[src/rtl/obs_pkg.sv]
package obs_pkg;
   // number of merger levels needed for n points (at least one)
   function automatic int unsigned tree_levels(input int unsigned n);
      int unsigned l;
      l = 0;
      while ((1 << l) < n) l++;
      return (l == 0) ? 1 : l;
   endfunction

   // total two-input mergers in a full tree over 2**lv leaves
   function automatic int unsigned merger_count(input int unsigned lv);
      return (1 << lv) - 1;
   endfunction
endpackage

[src/rtl/obs_split.sv]
module obs_split #(
   parameter int unsigned N_PTS = 4
) (
   input  logic [N_PTS-1:0] tap_in,
   output logic [N_PTS-1:0] fwd,
   output logic [N_PTS-1:0] obs
);
   // each node feeds both the functional path and the observation path
   for (genvar i = 0; i < N_PTS; i++) begin : g_dup
      assign fwd[i] = tap_in[i];
      assign obs[i] = tap_in[i];
   end
endmodule

[src/rtl/obs_hold_cell.sv]
module obs_hold_cell (
   input  logic clk,
   input  logic rst,
   input  logic pulse_in,
   input  logic strobe,
   output logic rel
);
   logic held;

   always_ff @(posedge clk) begin
      if (rst) begin
         held <= 1'b0;
         rel  <= 1'b0;
      end else begin
         rel  <= strobe & held;
         // a strobe empties the cell; an arrival in that same cycle is kept
         held <= strobe ? pulse_in : (held | pulse_in);
      end
   end

   AST_REL_NEEDS_STROBE: assert property (@(posedge clk) disable iff (rst)
      rel |-> $past(strobe)) else $error("release without strobe");
   AST_READ_DESTROYS: assert property (@(posedge clk) disable iff (rst)
      (strobe && !pulse_in) |=> !held) else $error("cell not emptied");
   AST_HOLD_KEEPS: assert property (@(posedge clk) disable iff (rst)
      (held && !strobe) |=> held) else $error("stored pulse lost");
   AST_SAME_CYCLE_KEEP: assert property (@(posedge clk) disable iff (rst)
      (strobe && pulse_in) |=> held) else $error("coincident arrival lost");
endmodule

[src/rtl/obs_merge2.sv]
module obs_merge2 (
   input  logic clk,
   input  logic rst,
   input  logic a,
   input  logic b,
   output logic y,
   output logic coll
);
   assign coll = a & b;

   always_ff @(posedge clk) begin
      if (rst) y <= 1'b0;
      else     y <= a | b;
   end

   AST_MERGE_PASS: assert property (@(posedge clk) disable iff (rst)
      (a || b) |=> y) else $error("merger dropped pulse");
   AST_MERGE_QUIET: assert property (@(posedge clk) disable iff (rst)
      (!a && !b) |=> !y) else $error("merger invented pulse");
endmodule

[src/rtl/obs_merge_tree.sv]
module obs_merge_tree
   import obs_pkg::*;
#(
   parameter int unsigned N_IN = 4
) (
   input  logic            clk,
   input  logic            rst,
   input  logic [N_IN-1:0] leaf,
   output logic            root,
   output logic            any_coll
);
   localparam int unsigned LVL = tree_levels(N_IN);
   localparam int unsigned W   = 1 << LVL;
   localparam int unsigned NM  = merger_count(LVL);

   logic [NM-1:0] coll_vec;

   for (genvar l = 0; l <= LVL; l++) begin : lv
      logic [(W>>l)-1:0] v;
      if (l == 0) begin : g_leaf
         if (W > N_IN) begin : g_pad
            assign v = {{(W-N_IN){1'b0}}, leaf};
         end else begin : g_nopad
            assign v = leaf;
         end
      end else begin : g_mrg
         for (genvar m = 0; m < (W>>l); m++) begin : g_m
            obs_merge2 u_m (
               .clk  (clk),
               .rst  (rst),
               .a    (lv[l-1].v[2*m]),
               .b    (lv[l-1].v[2*m+1]),
               .y    (v[m]),
               .coll (coll_vec[W - (W>>(l-1)) + m])
            );
         end
      end
   end

   assign root     = lv[LVL].v[0];
   assign any_coll = |coll_vec;
endmodule

[src/rtl/obs_p2l.sv]
module obs_p2l (
   input  logic clk,
   input  logic rst,
   input  logic pulse,
   output logic level
);
   always_ff @(posedge clk) begin
      if (rst)        level <= 1'b0;
      else if (pulse) level <= ~level;
   end

   AST_TOGGLE_ON_PULSE: assert property (@(posedge clk) disable iff (rst)
      pulse |=> (level != $past(level))) else $error("no toggle");
   AST_IDLE_STABLE: assert property (@(posedge clk) disable iff (rst)
      !pulse |=> $stable(level)) else $error("spurious toggle");
endmodule

[src/rtl/obs_pulse_mux.sv]
module obs_pulse_mux
   import obs_pkg::*;
#(
   parameter int unsigned N_PTS = 4
) (
   input  logic             clk,
   input  logic             rst,
   input  logic [N_PTS-1:0] node_in,
   input  logic [N_PTS-1:0] strobe,
   output logic [N_PTS-1:0] node_out,
   output logic             level_out,
   output logic             collide
);
   if (N_PTS < 2) begin : g_bad_n
      $error("obs_pulse_mux: N_PTS must be at least 2");
   end

   logic [N_PTS-1:0] obs_tap;
   logic [N_PTS-1:0] released;
   logic             root_pulse;
   logic             coll_now;

   obs_split #(.N_PTS(N_PTS)) u_split (
      .tap_in (node_in),
      .fwd    (node_out),
      .obs    (obs_tap)
   );

   for (genvar i = 0; i < N_PTS; i++) begin : g_cell
      obs_hold_cell u_cell (
         .clk      (clk),
         .rst      (rst),
         .pulse_in (obs_tap[i]),
         .strobe   (strobe[i]),
         .rel      (released[i])
      );
   end

   obs_merge_tree #(.N_IN(N_PTS)) u_tree (
      .clk      (clk),
      .rst      (rst),
      .leaf     (released),
      .root     (root_pulse),
      .any_coll (coll_now)
   );

   obs_p2l u_p2l (
      .clk   (clk),
      .rst   (rst),
      .pulse (root_pulse),
      .level (level_out)
   );

   always_ff @(posedge clk) begin
      if (rst) collide <= 1'b0;
      else     collide <= collide | coll_now;
   end

   AST_COLLIDE_STICKY: assert property (@(posedge clk) disable iff (rst)
      collide |=> collide) else $error("collision flag dropped");
   AST_SPLIT_COPY: assert property (@(posedge clk) disable iff (rst)
      node_out == node_in) else $error("functional copy differs");
endmodule

[config.mk]
export PLATFORM = sky130hd
export DESIGN_NAME = obs_pulse_mux
export DESIGN_NICKNAME = d
export VERILOG_FILES = /design/src/rtl/obs_pkg.sv /design/src/rtl/obs_split.sv /design/src/rtl/obs_hold_cell.sv /design/src/rtl/obs_merge2.sv /design/src/rtl/obs_merge_tree.sv /design/src/rtl/obs_p2l.sv /design/src/rtl/obs_pulse_mux.sv
export SDC_FILE = /design/constraint.sdc
export NUM_CORES = 1
export LEC_CHECK = 0
export ABC_AREA = 1
export BUFFER_PORTS_ARGS = -buffer_cell sky130_fd_sc_hd__buf_4
export CORE_AREA = 3 3 40 42
export CTS_CLUSTER_DIAMETER = 30
export CTS_CLUSTER_SIZE = 24
export DETAILED_ROUTE_END_ITERATION = 10
export DIE_AREA = 0 0 43 45
export SLEW_MARGIN = 20
export SYNTH_ARGS = -nofsm -noshare
export SYNTH_HDL_FRONTEND = slang
export SYNTH_HIERARCHICAL = 1
export SYNTH_SLANG_ARGS = --single-unit
[constraint.sdc]
create_clock -name clk -period 1 [get_ports clk]
set_input_delay 0.1 -clock clk [delete_from_list [all_inputs] [get_ports clk]]
set_output_delay 0.1 -clock clk [all_outputs]
set_load 0.02 [all_outputs]
==> flow_summary_export.csv, run 1 <==
group,metric,value,unit
run_status,outcome,"complete, no violations",
clocking,cts.root.buffer_cell,"sky130_fd_sc_hd__clkbuf_4",
cells_and_area,postLayoutCellArea,611,sq um
cells_and_area,final_layout_size_suffix_gt1_share,22.0,%
worst_setup_path,worstSetupEndpointType,"primary output",
logic_synthesis,ys_seq_area_share,50.7,%
detailed_routing,first_pass_iters,4,
worst_setup_path,cpMaxStageDelayCell,"sky130_fd_sc_hd__dfxtp_1",
worst_setup_path,startpoint,"u_p2l/level$_SDFFE_PP0P_",
worst_setup_path,timing.reg2reg.worst_path_depth,6,
power,power.share.clock,31.2,%
logic_synthesis,synthTopCellsByArea,"sky130_fd_sc_hd__dfxtp_1, sky130_fd_sc_hd__nand2_1, sky130_fd_sc_hd__buf_4",
cells_and_area,antenna-diode-count,0,
floorplan,initial_core_util,39.9,%
worst_setup_path,worstReg2RegEnd,"collide$_SDFF_PP0_",
clocking,numCtsBuffers,3,
cells_and_area,layout.cells.most_common_list,"sky130_fd_sc_hd__nand2_1, sky130_fd_sc_hd__nor2_1, sky130_fd_sc_hd__buf_4, sky130_fd_sc_hd__dfxtp_1, sky130_fd_sc_hd__inv_1",
detailed_routing,detail_route.vias_per_cell,3.90,
clocking,deepest_clock_path_buffer_count,2,
logic_synthesis,post_synth_inst_count,71,
power,internal-power,0.000750,W
worst_setup_path,critical_path_cell_count,1,
placement,count_of_buffers_inserted_at_the_top_level_ports,15,
clocking,ctsResizeCount,0,
clocking,cts_hold_buffers,0,
logic_synthesis,synth.largest_area_cell,"sky130_fd_sc_hd__dfxtp_1",
worst_setup_path,critical_path.max_fanout,3,
global_route,antenna_violations_before_repair,0,
logic_synthesis,post_synth_num_cell_types,6,
cells_and_area,fill_cells,131,
logic_synthesis,syn-cell-area,513,sq um
flow_run,max_cap_violations,0,
logic_synthesis,yosys_warns,6,
logic_synthesis,yosysTopAreaCellShare,50.7,%
sta,totalNegativeSetupSlack,0,ps
clocking,clkLatencyLatePin,260,ps
power,power_per_cell_area,1570,nW/um^2
floorplan,fp.coreArea,1280,sq um
cells_and_area,commonest_non_fill_non_tap_cell_in_the_layout,"sky130_fd_sc_hd__nand2_1",
global_route,grt_max_degree,14,
detailed_routing,postRouteAntennaNets,0,
placement,detailedPlace.worstSlack,228,ps
sta,worst_pin_slew,131,ps
worst_setup_path,critical_path.cell_chain,"buf_4",
sta,final_period_minus_worst_setup_slack,849,ps
worst_setup_path,critical_path_required,900,ps
sta,setup_ws,151,ps
logic_synthesis,synth.avg_cell_area,7.23,sq um
power,seq_power_share,57.9,%
detailed_routing,via_count,378,
logic_synthesis,mappedNetlistNets,81,
placement,place_congestion,0.644,
floorplan,fp.dieW,43,um
cells_and_area,multi_input_area,144,sq um
sta,grt_setup_unrepaired,"no",
global_route,vias_in_the_first_global_route,280,
worst_setup_path,buffers_plus_inverters_on_the_worst_setup_path,1,
placement,placedInstanceArea,584,sq um
global_route,grt_pass1_wl,1130,um
detailed_routing,detail_route.wl_per_cell,6.94,um
sta,relative_slew_margins,91.3,%
power,total_switching_power,0.000210,W
sta,setup_viol_count_final,0,
sta,maximum_clock_rate,1180,MHz
global_route,grtUsageTotal,8.39,%
detailed_routing,detailed_route_wl,673,um
cells_and_area,finalNetCount,93,
worst_setup_path,r2r_setup_slack,220,ps
detailed_routing,remaining_drc_errors,0,
power,netSwitchingFraction,21.9,%
power,vdd_drop_max,969,uV
clocking,post_cts.repair.setup_buffers,0,
clocking,worst_setup_hold_path_clk_slew,70,ps
floorplan,boundaryPins,16,
placement,dp.final_hpwl,518,um
clocking,cts-htree-levels,1,
sta,clock_skew,1.01,ps
hold_path,hold_path.class,"in -> reg",
worst_setup_path,endpoint,"level_out",
sta,period_share,84.9,%
cells_and_area,flow.area_growth_from_synthesis,19.0,%
logic_synthesis,synth.ff_latch_count,13,
floorplan,design.die.area,1940,sq um
detailed_routing,drt_iter0_drc,3,
sta,finalMaxSlewViolations,0,
power,power.combinational.fraction,10.9,%
worst_setup_path,class_of_the_most_critical_setup_path,"reg -> out",
worst_setup_path,worst_ep_arrival_time,750,ps
power,cellLeakagePower,0.350,nW
worst_setup_path,worst_path_dominant_cell_family,"flip-flops",
cells_and_area,ff_latch_area,260,sq um
sta,hold_violations,0,
floorplan,dieHeight,45,um
floorplan,row_count,13,
global_route,grt.overflow.total,0,
clocking,cts_tree,"yes",
worst_setup_path,timing.rr.start,"g_cell[2].u_cell/rel$_SDFF_PP0_",
worst_setup_path,setup.worst_path.start_class,"flip-flop",
clocking,clock-sinks,13,
worst_setup_path,slowest_delay,340,ps
## final cells by class
class,instances,area share (%)
Multi-Input combinational cell,37,23.6
Inverter,13,7.99
Sequential cell,13,42.6
Clock buffer,4,4.30
Tap cell,15,3.07
Timing Repair Buffer,15,18.4
## cell usage after synthesis
master	n
sky130_fd_sc_hd__nand3_1	4
sky130_fd_sc_hd__inv_1	13
sky130_fd_sc_hd__buf_4	8
sky130_fd_sc_hd__dfxtp_1	13
sky130_fd_sc_hd__nor2_1	15
sky130_fd_sc_hd__nand2_1	18
## flip-flops by register name, indices dropped and copies added, names as in the netlist
name and count:
g_cell.u_cell/rel 4, g_cell.u_cell/held 4, u_p2l/level 1, u_tree/lv.g_mrg.g_m.u_m/y 3
collide 1
## power by group through the flow
| stage | clock, W | combinational, W | sequential [W] |
|---|---|---|---|
| after floorplan | 0 | 0.0000679 | 0.000569 |
| after global placement | 0 | 0.000105 | 0.000567 |
| after detailed placement | 0 | 0.000106 | 0.000568 |
| after CTS | 0.000317 | 0.000106 | 0.000556 |
| after global routing | 0.000345 | 0.000118 | 0.000559 |
| final | 0.000300 | 0.000105 | 0.000556 |
## metal layers
metal,part of all wire (%),global-route usage [%],routed length [um]
met5,0,0,0
met4,1.8,3.61,12
met3,11,5.98,74
met1,44,9.61,294
met2,43,12.0,291
## worst min-delay path by stage
stage	cells past startpoint	endpoint	slack [ps]	startpoint
floorplan	1	g_cell[0].u_cell/rel$_SDFF_PP0_	170	rst
global placement	3	g_cell[0].u_cell/held$_SDFF_PP0_	300	node_in[0]
detailed placement	3	g_cell[1].u_cell/held$_SDFF_PP0_	310	node_in[1]
CTS	3	g_cell[1].u_cell/held$_SDFF_PP0_	30	node_in[1]
global route	3	g_cell[3].u_cell/held$_SDFF_PP0_	30	node_in[3]
finish	3	g_cell[1].u_cell/held$_SDFF_PP0_	40	node_in[1]
## cell families (layout without fill, tap and decap cells)
family | after synthesis | count (layout) | synth area share (%)
AND/OR/NAND/NOR | 37 | 37 | 28.0
flip-flops | 13 | 13 | 50.7
buffers and inverters | 21 | 32 | 21.2
## per-stage QoR
stage / util (%) / total power (W) / cells / hold WS [ps]
after floorplan: - / 0.000637 / 71 / 172
after global placement: 45.5 / 0.000672 / 93 / 304
after detailed placement: 45.5 / 0.000674 / 93 / 308
after CTS: 47.5 / 0.000979 / 97 / 29.9
after global routing: 47.5 / 0.00102 / 97 / 29.4
final: 47.5 / 0.000960 / 97 / 36.4
Note: power is estimated with default switching activity, not from simulation.
==> inputs of run 2 (changes only) <==
--- a/config.mk
+++ b/config.mk
@@ -5,7 +5,7 @@
 export SDC_FILE = /design/constraint.sdc
 export NUM_CORES = 1
 export LEC_CHECK = 0
-export ABC_AREA = 1
+export ABC_AREA = 0
 export BUFFER_PORTS_ARGS = -buffer_cell sky130_fd_sc_hd__buf_4
 export CORE_AREA = 3 3 40 42
 export CTS_CLUSTER_DIAMETER = 30
==> constraint.sdc (replaced) <==
create_clock -name clk -period 0.8 [get_ports clk]
set_input_delay 0.08 -clock clk [delete_from_list [all_inputs] [get_ports clk]]
set_output_delay 0.08 -clock clk [all_outputs]
set_load 0.02 [all_outputs]
==> run 2 against run 1 <==
The flow now finishes with violations (setup timing). Synthesized area fell by 2.0%. First-iteration DRC count did not move. Design area rose by 1.6%. Highest routed layer unchanged. Worst setup slack got worse by 430 ps. Hold slack barely moved. Critical path depth rose by 2. Via count fell by 11%. Clock power rose by 29%. Non-clock buffer count rose by 1. Wire length fell by 2.2%. Synthesized cell count fell by 28%.
==> flow_summary_export.csv, run 2 <==
group,metric,value,unit
logic_synthesis,synthAdderAreaFrac,0,%
logic_synthesis,synth-compound-area-share,14.9,%
logic_synthesis,synth.largest_area_cell,"sky130_fd_sc_hd__dfxtp_1",
floorplan,boundaryPins,16,
worst_setup_path,critical_path.max_fanout,2,
logic_synthesis,ys_seq_area_share,51.7,%
clocking,cts-htree-levels,1,
detailed_routing,detail_route.wl_per_cell,8.44,um
power,cellLeakagePower,0.318,nW
detailed_routing,postRouteAntennaNets,0,
cells_and_area,final_layout_size_suffix_gt1_share,39.7,%
logic_synthesis,synth_top_family_by_area,"simple AND/OR/NAND/NOR gates",
logic_synthesis,synthTopCellsByArea,"sky130_fd_sc_hd__dfxtp_1, sky130_fd_sc_hd__buf_4, sky130_fd_sc_hd__o21ba_1",
worst_setup_path,worst_ep_arrival_time,1250,ps
sta,final_period_minus_worst_setup_slack,1080,ps
flow_run,max_cap_violations,0,
cells_and_area,layout_top_registers,"g_cell.u_cell/held x4, g_cell.u_cell/rel x4, u_tree/lv.g_mrg.g_m.u_m/y x3",
detailed_routing,detail_route.vias_per_cell,4.33,
sta,hold_violations,0,
clocking,deepest_clock_path_buffer_count,2,
sta,relative_slew_margins,90.3,%
power,power_per_cell_area,1960,nW/um^2
clocking,cts_tree,"yes",
sta,finalMaxSlewViolations,0,
run_status,outcome,"complete, but fails checks",
global_route,vias_in_the_first_global_route,272,
sta,setup_viol_count_final,2,
logic_synthesis,yosys_warns,6,
logic_synthesis,post_synth_inst_count,51,
global_route,grt_max_degree,14,
logic_synthesis,synth.top_cells.by_count,"sky130_fd_sc_hd__dfxtp_1, sky130_fd_sc_hd__buf_4, sky130_fd_sc_hd__nor2_1",
clocking,cts.root.buffer_cell,"sky130_fd_sc_hd__clkbuf_4",
run_status,violations,"setup timing",
placement,count_of_buffers_inserted_at_the_top_level_ports,15,
placement,dp.final_hpwl,475,um
logic_synthesis,syn-cell-area,503,sq um
clocking,numCtsBuffers,3,
global_route,grt_pass1_wl,1050,um
logic_synthesis,synthMuxAreaShare,0,%
clocking,clkLatencyLatePin,260,ps
logic_synthesis,post_synth_num_cell_types,11,
sta,fin_hold_ws,36.0,ps
hold_path,hold_path.class,"in -> reg",
floorplan,design.die.area,1940,sq um
floorplan,row_count,13,
global_route,antenna_violations_before_repair,0,
floorplan,fp.coreArea,1280,sq um
logic_synthesis,async_flop_share,0,%
worst_setup_path,worstSetupEndpointType,"flip-flop",
cells_and_area,finalNetCount,74,
cells_and_area,layout.cells.most_common_list,"sky130_fd_sc_hd__buf_4, sky130_fd_sc_hd__dfxtp_1, sky130_fd_sc_hd__nor2_1",
logic_synthesis,synth.avg_cell_area,9.86,sq um
sta,worst_pin_slew,145,ps
logic_synthesis,commonest_register_cell_after_synthesis,"sky130_fd_sc_hd__dfxtp_1",
sta,period_share,135,%
global_route,grtUsageTotal,7.71,%
logic_synthesis,fraction_of_the_mapped_netlist_area_in_simple_logic_gates,16.7,%
detailed_routing,detailed_route_wl,658,um
cells_and_area,multi_input_area,175,sq um
cells_and_area,flow.area_growth_from_synthesis,23.4,%
clocking,cts_hold_buffers,0,
cells_and_area,commonest_non_fill_non_tap_cell_in_the_layout,"sky130_fd_sc_hd__buf_4",
detailed_routing,remaining_drc_errors,0,
detailed_routing,drt_iter0_drc,3,
placement,place_congestion,0.569,
logic_synthesis,synth.ff_latch_count,13,
logic_synthesis,post_synth_xor_area_fraction,1.74,%
sta,setup_ws,-281,ps
detailed_routing,via_count,338,
power,vdd_drop_max,662,uV
sta,grt_setup_unrepaired,"yes",
floorplan,dieHeight,45,um
cells_and_area,ff_latch_area,262,sq um
logic_synthesis,mappedNetlistNets,61,
global_route,grt.overflow.total,0,
logic_synthesis,number_of_enable_type_register_cells_in_the_synthesized_netlist,0,
floorplan,initial_core_util,39.1,%
sta,maximum_clock_rate,925,MHz
worst_setup_path,setup.worst_path.start_class,"flip-flop",
logic_synthesis,cell_with_the_most_instances_after_synthesis,"sky130_fd_sc_hd__dfxtp_1",
cells_and_area,antenna-diode-count,0,
logic_synthesis,yosysTopAreaCellShare,51.7,%
detailed_routing,first_pass_iters,3,
sta,clock_skew,0.205,ps
placement,detailedPlace.worstSlack,-280,ps
worst_setup_path,class_of_the_most_critical_setup_path,"reg -> reg",
worst_setup_path,critical_path_required,970,ps
cells_and_area,fill_cells,144,
floorplan,fp.dieW,43,um
clocking,clock-sinks,13,
clocking,worst_setup_hold_path_clk_slew,70,ps
-- run 2: cell types whose count changed after synthesis, sizes merged --
cell / before / now
nand2: 18 / 4
nor2: 15 / 5
inv: 13 / 4
a21oi: 0 / 4
nand2b: 0 / 4
nand3: 4 / 0
o21ba: 0 / 4
and2: 0 / 3
or3: 0 / 1
xnor2: 0 / 1
-- run 2: where the power goes --
| part | switching, W | internal (W) |
|---|---|---|
| logic | 0.0000609 | 0.0000791 |
| clock network | 0.000193 | 0.000193 |
| registers | 0.0000131 | 0.000676 |
| total | 0.000267 | 0.000948 |
-- run 2: cell families after synthesis --
group / after synthesis
AND/OR/NAND/NOR: 17
XOR/XNOR: 1
flip-flops: 13
AO/OA/AOI/OAI: 8
buffers and inverters: 12
-- run 2: worst paths after layout --
path                                                        from                         endpoint  slack (ps)  cells after the start
worst min-delay path                                   strobe[0]  g_cell[0].u_cell/rel$_SDFF_PP0_          40                      3
worst min register to register  g_cell[3].u_cell/held$_SDFF_PP0_  g_cell[3].u_cell/rel$_SDFF_PP0_         430                      2
worst max-delay path             g_cell[2].u_cell/rel$_SDFF_PP0_               collide$_SDFF_PP0_        -280                      3
worst max register to register   g_cell[2].u_cell/rel$_SDFF_PP0_               collide$_SDFF_PP0_        -280                      3
-- run 2: final cells by class --
cell class	count	share of cell area [%]
repair buffers	16	20.0
flip-flops and latches	13	42.1
well taps	15	3.02
clock buffers	4	4.23
multi-input cells	26	28.2
inverters	4	2.42
-- run 2: repair_timing --
item / CTS / global route
setup endpoints to repair: 3 / 4
resized for setup: 2 / 1
setup buffers: 1 / 0
-- run 2: per-stage QoR --
| step | total power, W | setup TNS (ps) | utilization (%) | std cells | area (sq um) |
|---|---|---|---|---|---|
| 2_1_floorplan | 0.000791 | -243 | - | 51 | 503 |
| 3_3_place_gp | 0.000834 | -251 | 44.7 | 73 | 574 |
| 3_5_place_dp | 0.000835 | -280 | 44.7 | 73 | 574 |
| 4_1_cts | 0.00124 | -333 | 47.7 | 78 | 613 |
| 5_1_grt | 0.00128 | -396 | 48.3 | 78 | 621 |
| 6_report | 0.00122 | -299 | 48.3 | 78 | 621 |
-- run 2: critical path, cell delays in order (launching register included) --
cell and delay (ps):
sky130_fd_sc_hd__dfxtp_1 310, sky130_fd_sc_hd__and2_1 150, sky130_fd_sc_hd__or3_1 360, sky130_fd_sc_hd__o21ba_1 160
-- run 2: layer usage --
layer  GRT usage [%]  vias up  wire length [um]
li1                -      173                 -
met1            8.09      150               274
met2            12.3       13               311
met3            3.59        2                57
met4            5.42        0                14
met5               0        -                 0
